<file path="config.mk">
export PLATFORM = sky130hd
export DESIGN_NAME = apad_responder
export DESIGN_NICKNAME = d
export VERILOG_FILES = /design/src/rtl/apad_pkg.sv /design/src/rtl/apad_port_state.sv /design/src/rtl/apad_seq_ctrl.sv /design/src/rtl/apad_slice_out.sv /design/src/rtl/apad_responder.sv
export SDC_FILE = /design/constraint.sdc
export NUM_CORES = 1
export LEC_CHECK = 0
export BUFFER_PORTS_ARGS = -buffer_cell sky130_fd_sc_hd__buf_4
export CORE_ASPECT_RATIO = 1.75
export CORE_MARGIN = 1
export CORE_UTILIZATION = 46
export CTS_CLUSTER_SIZE = 24
export DETAILED_ROUTE_END_ITERATION = 8
export GPL_TIMING_DRIVEN = 0
export PLACE_DENSITY = 0.79
export SYNTH_ARGS = -nofsm -noshare
export SYNTH_HDL_FRONTEND = slang
export SYNTH_SLANG_ARGS = --single-unit
</file>
<file path="constraint.sdc">
create_clock -name clk -period 2.25 [get_ports clk]
set_clock_uncertainty 0.2 [all_clocks]
set_input_delay 0.1125 -clock clk [delete_from_list [all_inputs] [get_ports clk]]
set_output_delay 0.1125 -clock clk [all_outputs]
set_load 0.005 [all_outputs]
</file>
<file path="src/rtl/apad_pkg.sv">
package apad_pkg;
  localparam int NIB_W   = 4;
  localparam int AXIS_W  = 2 * NIB_W;
  localparam int BTN_W   = 2 * NIB_W;
  localparam int PORT_W  = 7;
  localparam int SEL_BIT = 6;
  localparam int RDY_BIT = 5;
  localparam int HLF_BIT = 4;
  localparam int STEP_W  = 3;

  typedef enum logic [3:0] {
    SL_BTN0  = 4'd0,
    SL_BTN1  = 4'd1,
    SL_XHI   = 4'd2,
    SL_YHI   = 4'd3,
    SL_NONE0 = 4'd4,
    SL_ZHI   = 4'd5,
    SL_XLO   = 4'd6,
    SL_YLO   = 4'd7,
    SL_NONE1 = 4'd8,
    SL_ZLO   = 4'd9
  } slice_e;
endpackage

</file>
<file path="src/rtl/apad_port_state.sv">
module apad_port_state
  import apad_pkg::*;
(
  input  logic              clk,
  input  logic              rst,
  input  logic              wr_stb,
  input  logic [PORT_W-1:0] wr_data,
  input  logic [PORT_W-1:0] wr_mask,
  output logic              th_q,
  output logic              th_fall
);
  logic [PORT_W-1:0] state_q;
  logic [PORT_W-1:0] merged;

  // only driven bits take the new value
  assign merged  = (state_q & ~wr_mask) | (wr_data & wr_mask);
  assign th_q    = state_q[SEL_BIT];
  assign th_fall = wr_stb & state_q[SEL_BIT] & ~merged[SEL_BIT];

  always_ff @(posedge clk) begin
    if (rst) begin
      state_q <= PORT_W'(1) << SEL_BIT;
    end else if (wr_stb) begin
      state_q <= merged;
    end
  end
endmodule

</file>
<file path="src/rtl/apad_seq_ctrl.sv">
module apad_seq_ctrl
  import apad_pkg::*;
#(
  parameter int CNT_W    = 6,
  parameter int LAT_W    = 4,
  parameter int SEQ_LAST = 4,
  parameter int GUARD    = 2
) (
  input  logic             clk,
  input  logic             rst,
  input  logic             rd_stb,
  input  logic             wr_stb,
  input  logic             th_fall,
  output logic [CNT_W-1:0] cnt_q,
  output logic [LAT_W-1:0] lat_q
);
  localparam int SEQ_W = CNT_W - STEP_W;
  localparam logic [LAT_W-1:0] LAT_MAX = '1;

  logic [SEQ_W-1:0]  seq_cur;
  logic [SEQ_W-1:0]  seq_nxt;
  logic [STEP_W-1:0] step_nxt;
  logic              armed;

  assign seq_cur  = cnt_q[CNT_W-1:STEP_W];
  assign seq_nxt  = (seq_cur >= SEQ_W'(SEQ_LAST)) ? SEQ_W'(SEQ_LAST) : seq_cur + 1'b1;
  assign step_nxt = cnt_q[STEP_W-1:0] + 1'b1;
  assign armed    = lat_q > LAT_W'(GUARD);

  always_ff @(posedge clk) begin
    if (rst) begin
      cnt_q <= '0;
      lat_q <= '0;
    end else if (wr_stb) begin
      if (th_fall) begin
        cnt_q <= '0;
        lat_q <= '0;
      end else if (armed) begin
        cnt_q <= {seq_nxt, {STEP_W{1'b0}}};
      end
    end else if (rd_stb) begin
      cnt_q <= {seq_cur, step_nxt};
      if (lat_q != LAT_MAX) lat_q <= lat_q + 1'b1;
    end
  end
endmodule

</file>
<file path="src/rtl/apad_slice_out.sv">
module apad_slice_out
  import apad_pkg::*;
#(
  parameter int CNT_W = 6
) (
  input  logic              clk,
  input  logic              rst,
  input  logic              rd_stb,
  input  logic [CNT_W-1:0]  cnt_q,
  input  logic [AXIS_W-1:0] stick_x,
  input  logic [AXIS_W-1:0] stick_y,
  input  logic [AXIS_W-1:0] stick_z,
  input  logic [BTN_W-1:0]  btn,
  output logic [PORT_W-1:0] rd_data
);
  logic [3:0]       sel;
  logic [NIB_W-1:0] nib;
  logic             rdy;
  logic             half;

  assign sel  = 4'(cnt_q[CNT_W-1:2]);
  assign rdy  = (cnt_q[1:0] == 2'b00);
  assign half = cnt_q[2];

  always_comb begin
    case (slice_e'(sel))
      SL_BTN0: nib = ~btn[BTN_W-1:NIB_W];
      SL_BTN1: nib = ~btn[NIB_W-1:0];
      SL_XHI:  nib = stick_x[AXIS_W-1:NIB_W];
      SL_YHI:  nib = stick_y[AXIS_W-1:NIB_W];
      SL_ZHI:  nib = stick_z[AXIS_W-1:NIB_W];
      SL_XLO:  nib = stick_x[NIB_W-1:0];
      SL_YLO:  nib = stick_y[NIB_W-1:0];
      SL_ZLO:  nib = stick_z[NIB_W-1:0];
      default: nib = '0;
    endcase
  end

  always_ff @(posedge clk) begin
    if (rst) begin
      rd_data <= '0;
    end else if (rd_stb) begin
      rd_data <= {1'b1, rdy, half, nib};
    end
  end
endmodule

</file>
<file path="src/rtl/apad_responder.sv">
module apad_responder
  import apad_pkg::*;
#(
  parameter int SEQ_LAST = 4,
  parameter int LAT_W    = 4,
  parameter int GUARD    = 2
) (
  input  logic        clk,
  input  logic        rst,
  input  logic        wr_stb,
  input  logic [6:0]  wr_data,
  input  logic [6:0]  wr_mask,
  input  logic        rd_stb,
  output logic [6:0]  rd_data,
  input  logic [7:0]  stick_x,
  input  logic [7:0]  stick_y,
  input  logic [7:0]  stick_z,
  input  logic [7:0]  btn
);
  localparam int CNT_W = $clog2((SEQ_LAST + 1) * (1 << STEP_W));

  logic             th_q;
  logic             th_fall;
  logic [CNT_W-1:0] cnt_q;
  logic [LAT_W-1:0] lat_q;

  apad_port_state u_port (
    .clk     (clk),
    .rst     (rst),
    .wr_stb  (wr_stb),
    .wr_data (wr_data),
    .wr_mask (wr_mask),
    .th_q    (th_q),
    .th_fall (th_fall)
  );

  apad_seq_ctrl #(
    .CNT_W    (CNT_W),
    .LAT_W    (LAT_W),
    .SEQ_LAST (SEQ_LAST),
    .GUARD    (GUARD)
  ) u_seq (
    .clk     (clk),
    .rst     (rst),
    .rd_stb  (rd_stb),
    .wr_stb  (wr_stb),
    .th_fall (th_fall),
    .cnt_q   (cnt_q),
    .lat_q   (lat_q)
  );

  apad_slice_out #(
    .CNT_W (CNT_W)
  ) u_out (
    .clk     (clk),
    .rst     (rst),
    .rd_stb  (rd_stb),
    .cnt_q   (cnt_q),
    .stick_x (stick_x),
    .stick_y (stick_y),
    .stick_z (stick_z),
    .btn     (btn),
    .rd_data (rd_data)
  );
endmodule

</file>
==> flow_summary.ini <==
[outcome]
outcome = finished, final reports clean

[route]
drc = 0
drt_iter0_drc = 16
ant_nets = 0
vias_per_cell = 5.67
wl_mm = 3.28
drt_first_pass_iters = 3
dr_total_vias = 1247
wire_per_inst_um = 14.9

[floorplanning]
die_h_um = 70.1
start_util = 0.488
die_area_um2 = 2860
fp.coreArea_um2 = 2490
die_w_um = 40.9
io_pins = 57
rows = 24

[setup_path]
path_cells = ha_1 > nor2b_1 > o31ai_1 > o21ai_0 > and2_1
start_kind = register
arrival_ns = 1.89
slowest_stage = o31ai_1
cp.required_ns = 2.21
path_delay_family = compound AO/OA/AOI/OAI gates
worst_path_largest_cell_delay_ns = 0.70
path_buf_inv = 0
crit_type = register to register
crit_fanout = 8
cp-end-kind = register

[synth]
synth_top_family_by_area = simple AND/OR/NAND/NOR gates
netlist_area_um2 = 1220
synthAdderAreaFrac = 0.0617
syn_inst = 145
synth_compound_area_frac = 0.237
synth.distinct_cells = 40
synth_nets = 201
synth.avg_cell_area_um2 = 8.40
synthMuxAreaShare = 0.0863
yosysWarnings = 0
ys_seq_area_frac = 0.296
synthXorXnorAreaFrac = 0
ys_ff_latch = 18
synthSimpleGateAreaFrac = 0.251

[sta]
finalHoldViolCount = 0
drv_slew = 0
worst_slack_ns = 0.321
setup_viol = 0
rsz0062_at_grt = no
fmax_ghz = 0.518
tns_ns = 0
relSlewSlack = 0.421
worst_pin_slew_ns = 0.861
layout_min_cycle_time_ns = 1.93
fin_crit_sh = 0.857

[global_route]
track_usage = 0.257
overflow = 0
grt_max_degree = 11
antenna_found_initial = 0
grt_pass1_wl_mm = 5.20
grt_pass1_vias = 1291

[place]
place_congestion = 0.734
hpwl_mm = 2.61
placed_cell_area_um2 = 1560
post-place-ws_ns = 0.315
port_buffers = 41

[clock_network]
cts_setup_buffers = 0
clk_path_buf_depth = 2
root_buffer = clkbuf_8
clk_latency_ns = 0.26
cts_tree = yes
cts_made_buffers = 3
htreeDepth = 1
cts.sinks = 18
clk_pin_slew_ns = 0.07

[layout]
seqCellArea_um2 = 360
n_antenna_cell = 0
multiInputGateArea_um2 = 774
nets = 251
drive_gt1_frac = 0.304
final_cell_area_um2 = 1650
area_growth_syn_to_layout_pct = 35.8
nFillCells = 219

[min_path]
min_path_type = input pin to register

[power_and_ir_drop]
p_leak_nw = 0.685
ir_worst_vdd_mv = 0.404
p_total_mw = 0.744
powerDensity_nw_per_um2 = 450

[run]
drv_cap = 0
final timing paths:
check | depth (start not counted) | end | slack (ns) | from
worst max register to register | 5 | u_seq.cnt_q[5] | 0.32 | u_seq.lat_q[1]
worst min-delay path | 4 | u_out.rd_data[2] | 0.01 | btn[6]
worst min register to register | 2 | u_out.rd_data[4] | 0.29 | u_out.rd_data[4]
worst max-delay path | 5 | u_seq.cnt_q[5] | 0.32 | u_seq.lat_q[1]
where the power goes:
part	leakage [nW]	internal, mW	switching, mW	total [mW]
registers	0.147	0.331	0.00900	0.340
logic	0.509	0.0833	0.0549	0.138
clock network	0.0288	0.156	0.110	0.266
metrics by stage:
stage	util	cells	hold WS, ns
3_5_place_dp	0.625	212	0.189
4_1_cts	0.663	220	0.0130
5_1_grt	0.663	220	0.0546
3_3_place_gp	0.625	212	0.169
6_report	0.663	220	0.0133
2_1_floorplan	-	145	0.0741
layer usage:
metal,vias to the layer above,track usage,share of wire
met5,-,0,0
met1,578,0.245,0.36
li1,631,-,-
met2,31,0.465,0.58
met3,7,0.0349,0.034
met4,0,0.130,0.028
flip-flops by register name, indices dropped and copies added, names as in the netlist:
| name | cells |
|---|---|
| u_out.rd_data | 7 |
| u_seq.cnt_q | 6 |
| u_seq.lat_q | 4 |
| u_port.state_q | 1 |
area by class of cell:
type / instances / area share
multi-input combinational: 110 / 0.469
sequential: 18 / 0.218
timing repair buffer: 45 / 0.210
clock buffer: 4 / 0.0333
buffer: 9 / 0.0318
tap: 26 / 0.0197
inverter: 8 / 0.0182
cells in the mapped netlist:
master     n  area share
a211oi_1   6       0.037
a21boi_0   1      0.0062
a21oi_1    9       0.037
a21oi_2    1      0.0072
a22o_1     4       0.029
a311o_1    1      0.0082
a311oi_1   1      0.0072
a32o_1     3       0.025
a32oi_1    2       0.014
and2_1     2       0.010
and2b_4    1      0.0082
and4b_4    1       0.011
buf_2      3       0.012
buf_4      2       0.012
buf_6      1      0.0092
clkbuf_1   3      0.0092
dfxtp_1   18        0.30
ha_1       6       0.062
inv_1      8       0.025
mux2_2     4       0.037
mux2i_1    6       0.049
nand2_1   10       0.031
nand2b_1   4       0.021
nand3_1    5       0.021
nand3b_1   3       0.018
nand4b_1   1      0.0072
nor2_1    12       0.037
nor2_2     1      0.0051
nor2b_1    9       0.046
nor3_1     1      0.0041
nor3b_1    1      0.0062
o211ai_1   1      0.0062
o21a_1     1      0.0062
o21ai_0    2      0.0082
o22ai_1    1      0.0051
o31ai_1    2       0.012
o32ai_1    4       0.029
or3_1      2       0.010
or4_1      1      0.0062
or4b_1     1      0.0082
placed cells by master, fill, tap and decap left out, types with 3 or more instances in the layout:
| cell type | Yosys | layout |
|---|---|---|
| a211oi_1 | 6 | 6 |
| a21oi_1 | 9 | 9 |
| a22o_1 | 4 | 4 |
| a32o_1 | 3 | 3 |
| buf_2 | 3 | 3 |
| buf_4 | 2 | 43 |
| clkbuf_1 | 3 | 3 |
| clkbuf_8 | 0 | 4 |
| dfxtp_1 | 18 | 18 |
| dlygate4sd3_1 | 0 | 4 |
| ha_1 | 6 | 6 |
| inv_1 | 8 | 8 |
| mux2_2 | 4 | 4 |
| mux2i_1 | 6 | 6 |
| nand2_1 | 10 | 10 |
| nand2b_1 | 4 | 4 |
| nand3_1 | 5 | 5 |
| nand3b_1 | 3 | 3 |
| nor2_1 | 12 | 12 |
| nor2b_1 | 9 | 9 |
| o32ai_1 | 4 | 4 |
cell families after synthesis:
logic type,Yosys count
and+or+nand+nor,55
AOI/OAI and AO/OA,39
DFF,18
buffers and inverters,17
muxes,10
adders and majority gates,6
tightest hold or removal path: stages:
cell,delay (ns)
buf_4,0.08
nor3_1,0.04
a21oi_1,0.11
a311oi_1,0.09
repair_timing:
action / in CTS / in global routing
endpoints found under the setup margin: 0 / 0
hold buffers: 4 / 0
gates resized for setup: 0 / 0
endpoints found under the hold margin: 5 / 0
Power figures use the tool's default switching activity.
